===== config.mk =====
export PLATFORM = sky130hd
export DESIGN_NAME = spi_sync_master
export DESIGN_NICKNAME = d
export VERILOG_FILES = /design/src/rtl/spim_pkg.sv /design/src/rtl/spim_baud.sv /design/src/rtl/spim_ctrl.sv /design/src/rtl/spim_shift.sv /design/src/rtl/spi_sync_master.sv
export SDC_FILE = /design/constraint.sdc
export NUM_CORES = 1
export LEC_CHECK = 0
export ABC_AREA = 1
export ABC_CLOCK_PERIOD_IN_PS = 4400
export BUFFER_PORTS_ARGS = -buffer_cell sky130_fd_sc_hd__buf_2
export CELL_PAD_IN_SITES_DETAIL_PLACEMENT = 1
export CELL_PAD_IN_SITES_GLOBAL_PLACEMENT = 1
export CORE_UTILIZATION = 44
export CTS_CLUSTER_SIZE = 20
export DETAILED_ROUTE_END_ITERATION = 16
export GPL_ROUTABILITY_DRIVEN = 0
export GPL_TIMING_DRIVEN = 0
export PLACE_DENSITY = 0.83
export SLEW_MARGIN = 20
export SYNTH_ARGS = -nofsm -noshare
export SYNTH_HDL_FRONTEND = slang
export SYNTH_HIERARCHICAL = 1
export SYNTH_SLANG_ARGS = --single-unit

===== constraint.sdc =====
create_clock -name clk -period 4.4 [get_ports clk]
set_input_delay 0.44 -clock clk [delete_from_list [all_inputs] [get_ports clk]]
set_output_delay 0.44 -clock clk [all_outputs]
set_load 0.05 [all_outputs]

===== src/rtl/spim_pkg.sv =====
package spim_pkg;

    typedef enum logic [1:0] {
        ST_IDLE   = 2'd0,
        ST_SHIFT  = 2'd1,
        ST_FINISH = 2'd2
    } spim_state_t;

    typedef struct packed {
        logic phase;
        logic invert;
        logic lsb_first;
    } spim_cfg_t;

endpackage


===== src/rtl/spim_baud.sv =====
// Half-period timer: pulses tick once every (lim+1) cycles while run is high.
module spim_baud #(
    parameter int DIV_W = 8
) (
    input  logic             clk,
    input  logic             rst_n,
    input  logic             run,
    input  logic [DIV_W-1:0] lim,
    output logic             tick
);

    logic [DIV_W-1:0] cnt;

    always_ff @(posedge clk or negedge rst_n) begin
        if (!rst_n) begin
            cnt <= '0;
        end else if (!run || cnt == lim) begin
            cnt <= '0;
        end else begin
            cnt <= cnt + 1'b1;
        end
    end

    assign tick = run && (cnt == lim);


    tick_gap_chk: assert property (@(posedge clk) disable iff (!rst_n)
        (tick && lim != '0) |=> !tick);

endmodule


===== src/rtl/spim_ctrl.sv =====
// Transfer sequencer: state machine, edge counter, clock level, latched setup.
module spim_ctrl
    import spim_pkg::*;
#(
    parameter int DIV_W = 8,
    parameter int BITS  = 8
) (
    input  logic             clk,
    input  logic             rst_n,
    input  logic             wr_en,
    input  logic [DIV_W-1:0] divider,
    input  spim_cfg_t        cfg_in,
    input  logic             tick,
    output logic             start,
    output logic [DIV_W-1:0] div_lat,
    output spim_cfg_t        cfg_lat,
    output logic             sample_en,
    output logic             setup_en,
    output logic             last_edge,
    output logic             base_clk,
    output logic             busy,
    output logic             done
);

    localparam int EDGES = 2 * BITS;
    localparam int EW    = $clog2(EDGES);

    spim_state_t    state, state_nx;
    logic [EW-1:0]  edge_cnt;
    logic           odd_pos;

    // state register
    always_ff @(posedge clk or negedge rst_n) begin
        if (!rst_n) begin
            state <= ST_IDLE;
        end else begin
            state <= state_nx;
        end
    end

    // next state
    always_comb begin
        state_nx = state;
        unique case (state)
            ST_IDLE:   if (wr_en)     state_nx = ST_SHIFT;
            ST_SHIFT:  if (last_edge) state_nx = ST_FINISH;
            ST_FINISH:                state_nx = ST_IDLE;
            default:                  state_nx = ST_IDLE;
        endcase
    end

    // outputs
    assign odd_pos = edge_cnt[0];

    always_comb begin
        busy      = (state == ST_SHIFT);
        done      = (state == ST_FINISH);
        start     = (state == ST_IDLE) && wr_en;
        last_edge = tick && (edge_cnt == EW'(EDGES - 1));
        sample_en = tick && (odd_pos == cfg_lat.phase);
        setup_en  = tick && (odd_pos != cfg_lat.phase) && !last_edge;
    end

    // edge bookkeeping and captured setup
    always_ff @(posedge clk or negedge rst_n) begin
        if (!rst_n) begin
            edge_cnt <= '0;
            base_clk <= 1'b0;
            div_lat  <= '0;
            cfg_lat  <= '0;
        end else if (start) begin
            edge_cnt <= '0;
            base_clk <= 1'b0;
            div_lat  <= divider;
            cfg_lat  <= cfg_in;
        end else if (tick) begin
            edge_cnt <= edge_cnt + 1'b1;
            base_clk <= ~base_clk;
        end
    end


    done_pulse_chk: assert property (@(posedge clk) disable iff (!rst_n)
        done |=> !done);


    done_after_busy_chk: assert property (@(posedge clk) disable iff (!rst_n)
        $rose(done) |-> $past(busy));


    clk_rest_chk: assert property (@(posedge clk) disable iff (!rst_n)
        done |-> !base_clk);


    write_ignored_chk: assert property (@(posedge clk) disable iff (!rst_n)
        (busy && wr_en && !last_edge) |=> (busy && $stable(cfg_lat)));

endmodule


===== src/rtl/spim_shift.sv =====
// Transmit and receive shift registers with bit-order selection.
module spim_shift #(
    parameter int BITS = 8
) (
    input  logic            clk,
    input  logic            rst_n,
    input  logic            start,
    input  logic            phase_in,
    input  logic            lsb_in,
    input  logic            lsb_lat,
    input  logic [BITS-1:0] wr_data,
    input  logic            sample_en,
    input  logic            setup_en,
    input  logic            rxd_i,
    output logic            txd_o,
    output logic [BITS-1:0] rd_data
);

    logic [BITS-1:0] tx_sr, rx_sr, load_rev, rx_rev, load_word;

    for (genvar i = 0; i < BITS; i++) begin : g_rev
        assign load_rev[i] = wr_data[BITS-1-i];
        assign rx_rev[i]   = rx_sr[BITS-1-i];
    end

    assign load_word = lsb_in  ? load_rev : wr_data;
    assign rd_data   = lsb_lat ? rx_rev   : rx_sr;

    always_ff @(posedge clk or negedge rst_n) begin
        if (!rst_n) begin
            tx_sr <= '0;
            txd_o <= 1'b0;
        end else if (start) begin
            if (phase_in) begin
                tx_sr <= load_word;
            end else begin
                tx_sr <= {load_word[BITS-2:0], 1'b0};
                txd_o <= load_word[BITS-1];
            end
        end else if (setup_en) begin
            txd_o <= tx_sr[BITS-1];
            tx_sr <= {tx_sr[BITS-2:0], 1'b0};
        end
    end

    always_ff @(posedge clk or negedge rst_n) begin
        if (!rst_n) begin
            rx_sr <= '0;
        end else if (sample_en) begin
            rx_sr <= {rx_sr[BITS-2:0], rxd_i};
        end
    end


    txd_steady_chk: assert property (@(posedge clk) disable iff (!rst_n)
        sample_en |=> $stable(txd_o));

endmodule


===== src/rtl/spi_sync_master.sv =====
module spi_sync_master
    import spim_pkg::*;
#(
    parameter int DIV_W = 8
) (
    input  logic             clk,
    input  logic             rst_n,
    input  logic             wr_en,
    input  logic [7:0]       wr_data,
    input  logic [DIV_W-1:0] divider,
    input  logic             phase,
    input  logic             invert,
    input  logic             lsb_first,
    input  logic             rxd_i,
    output logic             busy,
    output logic             done,
    output logic [7:0]       rd_data,
    output logic             sck_o,
    output logic             txd_o
);

    localparam int BITS = 8;

    spim_cfg_t        cfg_in, cfg_lat;
    logic [DIV_W-1:0] div_lat;
    logic             tick, start, sample_en, setup_en, last_edge, base_clk;

    assign cfg_in = '{phase: phase, invert: invert, lsb_first: lsb_first};

    spim_baud #(.DIV_W(DIV_W)) u_baud (
        .clk  (clk),
        .rst_n(rst_n),
        .run  (busy),
        .lim  (div_lat),
        .tick (tick)
    );

    spim_ctrl #(.DIV_W(DIV_W), .BITS(BITS)) u_ctrl (
        .clk      (clk),
        .rst_n    (rst_n),
        .wr_en    (wr_en),
        .divider  (divider),
        .cfg_in   (cfg_in),
        .tick     (tick),
        .start    (start),
        .div_lat  (div_lat),
        .cfg_lat  (cfg_lat),
        .sample_en(sample_en),
        .setup_en (setup_en),
        .last_edge(last_edge),
        .base_clk (base_clk),
        .busy     (busy),
        .done     (done)
    );

    spim_shift #(.BITS(BITS)) u_shift (
        .clk      (clk),
        .rst_n    (rst_n),
        .start    (start),
        .phase_in (phase),
        .lsb_in   (lsb_first),
        .lsb_lat  (cfg_lat.lsb_first),
        .wr_data  (wr_data),
        .sample_en(sample_en),
        .setup_en (setup_en),
        .rxd_i    (rxd_i),
        .txd_o    (txd_o),
        .rd_data  (rd_data)
    );

    // pin inversion: captured value while shifting, live value at rest
    assign sck_o = base_clk ^ (busy ? cfg_lat.invert : invert);


    sck_rest_chk: assert property (@(posedge clk) disable iff (!rst_n)
        !busy |-> (sck_o == invert));


    sck_moves_on_tick_chk: assert property (@(posedge clk) disable iff (!rst_n)
        (busy && !tick) |=> $stable(sck_o));

endmodule


## Yosys cells after proc, flatten, opt, wreduce, memory -nomap -nowiden

Cells that the tools add are included.

- Flip-flop bits (word level): 43
- Input port bits: 23
- Output and inout port bits: 12
- Logic and storage cells: 55

- $add $sub $neg: 2
- Equality and inequality tests: 9
- Muxes and demuxes: 17
- Bitwise operators: 2
- Reductions and logical operators: 14

Operator list:

| cell | number |
|---|---|
| 8-bit two-way mux | 6 |
| 8-bit by 1-bit adder with 8-bit output, second input constant | 1 |
| 8-bit == test | 1 |
| 4-bit two-way mux | 2 |
| 1-bit logical AND | 6 |
| 1-bit two-way mux | 6 |
| 4-bit by 1-bit adder with 4-bit output, second input constant | 1 |
| 4-bit == test, second input constant | 1 |
| 2-bit two-way mux | 2 |
| 2-bit != test, second input constant | 2 |
| 2-bit one-hot mux with 2 select lines | 1 |
| 2-bit AND reduction | 2 |
| 2-bit nonzero test | 2 |
| 2-bit by 1-bit == test with 1-bit output, second input constant | 1 |
| 2-bit == test, second input constant | 1 |
| 1-bit zero test | 2 |
| 2-bit zero test | 1 |
| 2-bit by 1-bit != test with 1-bit output, second input constant | 1 |
| 1-bit == test | 1 |
| 1-bit logical OR | 1 |
| 1-bit != test | 1 |
| 1-bit inverter | 1 |
| 1-bit XOR | 1 |

## Depth between registers and ports, before layout

- Word-level depth: 7
- Mapped depth: 17
- Gate-level depth less buffers: 15

## Hierarchy

The synthesis kept the hierarchy.

By module, submodules not included:

| module | times used | cells an instance | area each (sq um) | seq. area each (sq um) |
|---|---|---|---|---|
| spim_shift | 1 | 150 | 997.2 | 425.4 |
| spim_ctrl | 1 | 91 | 803.3 | 450.4 |
| spim_baud | 1 | 71 | 514.2 | 200.2 |
| spi_sync_master | 1 | 11 | 43.8 | 0.0 |

## Worst setup path after synthesis

Ideal clock, no wire load.

- Path type: reg2reg
- Start: register u_ctrl.state[1]
- End: register u_shift.tx_sr[7]
- Setup time: 0.068 ns
- Arrival time: 2.445 ns
- Data required time: 4.332 ns
- Setup slack: 1.887 ns
- Stages on the path, launching flop included: 14
- Path buffers: 2
- Clock period less this slack: 2.513 ns
- Cell sequence: dfrtp_1 nor2_1 inv_1 nor2_1 buf_4 nand4_1 nand2_1 nor2_1 buf_2 nor2_4 nand2_1 nand2_1 inv_1 nand3_1

- Longest elaborated chain between the ends: 6
- Elaborated cells between the ends (all ways): 10
- Those cells by class: 1 x eq/ne; 1 x mux; 8 x reduce/logical

Ends and longest elaborated chain:

| element | RTL line | RTL |
|---|---|---|
| start, declared | spim_ctrl.sv:28 | `spim_state_t state, state_nx;` |
| start signal, assigned | spim_ctrl.sv:37 | `state <= state_nx;` |
| 2-bit by 1-bit == test with 1-bit output * | spim_ctrl.sv:56 | `busy = (state == ST_SHIFT);` |
| via busy | spi_sync_master.sv:15 | `output logic busy,` |
| 1-bit logical AND * | spim_baud.sv:24 | `assign tick = run && (cnt == lim);` |
| via tick | spi_sync_master.sv:26 | `logic tick, start, sample_en, setup_en, last_edge, base_clk;` |
| 1-bit logical AND | spim_ctrl.sv:59 | `last_edge = tick && (edge_cnt == EW'(EDGES - 1));` |
| 1-bit zero test | spim_ctrl.sv:61 | `setup_en = tick && (odd_pos != cfg_lat.phase) && !last_edge;` |
| 1-bit logical AND * | spim_ctrl.sv:61 |  |
| via setup_en | spi_sync_master.sv:26 |  |
| 2-bit nonzero test (no line) * | - |  |
| end signal, assigned | spim_shift.sv:35 | `tx_sr <= load_word;` |
| end signal, assigned | spim_shift.sv:37 | `tx_sr <= {load_word[BITS-2:0], 1'b0};` |
| end signal, assigned | spim_shift.sv:42 | `tx_sr <= {tx_sr[BITS-2:0], 1'b0};` |
| end, declared | spim_shift.sv:19 | `logic [BITS-1:0] tx_sr, rx_sr, load_rev, rx_rev, load_word;` |

Mark *: on every way through the listed nets, which the timed path passes. The rest lies on a longest branch.
A chain may end at the register's enable or synchronous reset.

## Worst setup path after layout

- Start: register u_ctrl.state[1]
- End: register u_shift.tx_sr[1]

- Longest elaborated chain between the ends: 6
- Elaborated cells between the ends (all ways): 10
- Those cells by class: 1 x eq/ne; 1 x mux; 8 x reduce/logical

Ends and longest elaborated chain:

| element | RTL line |
|---|---|
| 2-bit by 1-bit == test with 1-bit output * | spim_ctrl.sv:56 |
| 1-bit logical AND * | spim_baud.sv:24 |
| via tick | spi_sync_master.sv:26 |
| 1-bit logical AND | spim_ctrl.sv:59 |
| 1-bit zero test | spim_ctrl.sv:61 |
| 1-bit logical AND * | spim_ctrl.sv:61 |
| via setup_en | spi_sync_master.sv:26 |
| 2-bit nonzero test (no line) * | - |

Marked as above.

==> summary.txt <==
Clock network
  • Worst-skew pair later-pin latency: 0.29 ns
  • Post-cts sizing count: 0
  • Postcts setup bufs: 0
  • Root Driver: clkbuf_8
  • Hold buffer count at CTS: 0
  • Clock transition at path regs: 0.08 ns
  • H-tree levels: 2
  • CTS tree: done
  • Sink Count: 43
  • Clock buffer depth: 2
  • Num CTS Buffers: 5

STA
  • Clock Skew: 0.00857 ns
  • Crit share post-route: 54.5%
  • Fin. Hold Viols: 0
  • Setup tns final: 0 ns
  • Least-Margin Pin Slew: 0.587 ns
  • Max_slew headroom: 60.7%
  • Final Setup Violations: 0
  • Worst Slack Setup Final: 2.00 ns
  • Min Tclk post-route: 2.40 ns
  • RSZ-0062 raised after global routing: false
  • Achievable Freq: 417 MHz
  • Slew Viols, Final: 0

Min path
  • HP Class: in -> async

Detailed routing
  • Drc violations: 0
  • Vias/cell: 4.72
  • Starting DRC count in detailed routing: 88
  • Via count: 2050
  • Pre-antenna DRT Iters: 4
  • Post-DR wirelength/cell: 12.7 um
  • DRT Wirelength: 5510 um
  • Detail Route Antenna Nets: 0

Floorplanning
  • Die area: 5650 um2
  • Core area: 5140 um2
  • # rows: 26
  • I/O pins: 35
  • Initial core utilization: 45.8%
  • Die Span X: 75.2 um
  • Die H: 75.2 um

Setup path
  • CP arrival: 2.62 ns
  • Worst EP required: 4.62 ns
  • Startpoint types: flop
  • CP Max Fanout: 10
  • CP Class: reg -> reg
  • Crit end category: flop

Place
  • Placement Cell Area: 2610 um2
  • Post-Place Setup Slack: 2.06 ns
  • HPWL Detailed: 4040 um
  • Port buffer count: 34

Yosys
  • Mapped Cells: 322
  • Post-Syn Nets: 347
  • Cell Area, Synth: 2350 um2
  • Total of warnings raised by yosys: 6
  • Syn_area_per_cell: 7.31 um2

GRT
  • Initial antenna violation count: 0
  • Global-route wire length before repair: 9360 um
  • Gr ovfl total: 0
  • Vias in the first global route: 2075
  • Pin count of the biggest net entering global routing: 44
  • GRT Overall Usage: 22.1%

Layout
  • Fillers: 717
  • Finished Cell Area: 2750 um2
  • Area growth syn-to-layout: 16.7%
  • Ant. Diodes: 0
  • Fin nets: 388
  • Share of cells above drive strength 1: 17.9%

Pwr
  • Sw Ratio: 42.2%
  • Combinational share of power: 39.4%
  • Register share of total power: 39.0%
  • Max VDD drop: 0.301 mV
  • Power consumption: 1.67 mW
  • Leakage power: 1.50 nW
  • Internal power component: 965 uW
  • Switching pwr: 704 uW
  • Clk pwr share: 21.6%
  • Cell Pwr Density: 608 nW/um2

Run
  • Max-cap viol count: 0

Status
  • Status: completed
-- critical path: stages, from the launching register on --
cell and delay, ns:
dfrtp_1 0.41, nor2_1 0.48, inv_1 0.11, nor2_1 0.15
buf_4 0.18, nand4_1 0.18, nand2_1 0.11, nor2_1 0.04
buf_2 0.19, nor2_4 0.21, nand2_1 0.08, nand2_1 0.07
inv_1 0.05, nand3_1 0.06
-- sequential cells by signal, summed over array words and instances (netlist names) --
signal	cells
u_ctrl/base_clk	1
u_shift/tx_sr	8
u_shift/txd_o	1
u_baud/cnt	8
u_ctrl/state	2
u_shift/rx_sr	8
u_ctrl/cfg_lat	3
u_ctrl/edge_cnt	4
u_ctrl/div_lat	8
-- metrics by stage --
stage	hold slack [ns]	util, %	std cells
after floorplan	0.144	-	322
after detailed placement	0.470	50.8	426
after CTS	0.328	53.4	434
after global placement	0.464	50.8	426
final	0.139	53.5	434
after global routing	0.177	53.5	434
-- layer usage --
layer	GRT usage, %	routed length (um)	vias to the layer above
met2	39.1	2790	35
met1	28.2	2530	956
li1	-	-	1057
met4	5.35	22	0
met5	0	0	-
met3	4.02	167	2
-- power by group through the flow --
stage	Clock [mW]	Sequential (mW)	Combinational, mW
floorplan	0	0.644	0.507
global placement	0	0.651	0.633
detailed placement	0	0.661	0.660
CTS	0.370	0.653	0.667
global route	0.384	0.673	0.744
finish	0.361	0.651	0.658
-- layout by cell type, fill, tap and decap left out --
cell type,instances
o21ai_0,19
nand2_2,1
buf_8,1
inv_1,34
nor3_1,1
nor2_4,1
nand4_1,1
nor3_2,2
dfrtp_1,43
nand3_1,21
a21oi_1,1
nand2_1,146
nand3_4,1
buf_4,3
clkbuf_1,1
clkbuf_8,5
xor2_1,3
and2_1,1
inv_4,2
nor2_2,2
inv_2,5
nand2_4,1
buf_2,37
bufinv_16,2
nor2_8,1
nor3_4,1
xnor2_1,7
nor2_1,19
ha_1,2
-- path summary, 6_finish.rpt --
kind	from	endpoint	slack, ns	cells past startpoint
setup reg to reg	u_ctrl/state[1]	u_shift/tx_sr[1]	2.00	13
hold reg to reg	u_ctrl/state[1]	u_ctrl/state[1]	0.49	1
max in group asynchronous	rst_n	u_shift/tx_sr[2]	3.88	1
hold / removal	rst_n	u_ctrl/base_clk	0.14	1
min in group clk	divider[1]	u_ctrl/div_lat[1]	0.34	3
setup / recovery	u_ctrl/state[1]	u_shift/tx_sr[1]	2.00	13
-- layout make-up --
type	instances	area (um2)	area share, %
sequential	43	1080	39.2
tap	70	87.6	3.19
clock buffer	6	72.6	2.64
inverter	41	159	5.78
timing repair buffer	34	173	6.28
clock inverter	2	60.1	2.19
buffer	7	50.0	1.82
multi-input combinational	231	1070	38.9
(Power assumes the default switching activity.)
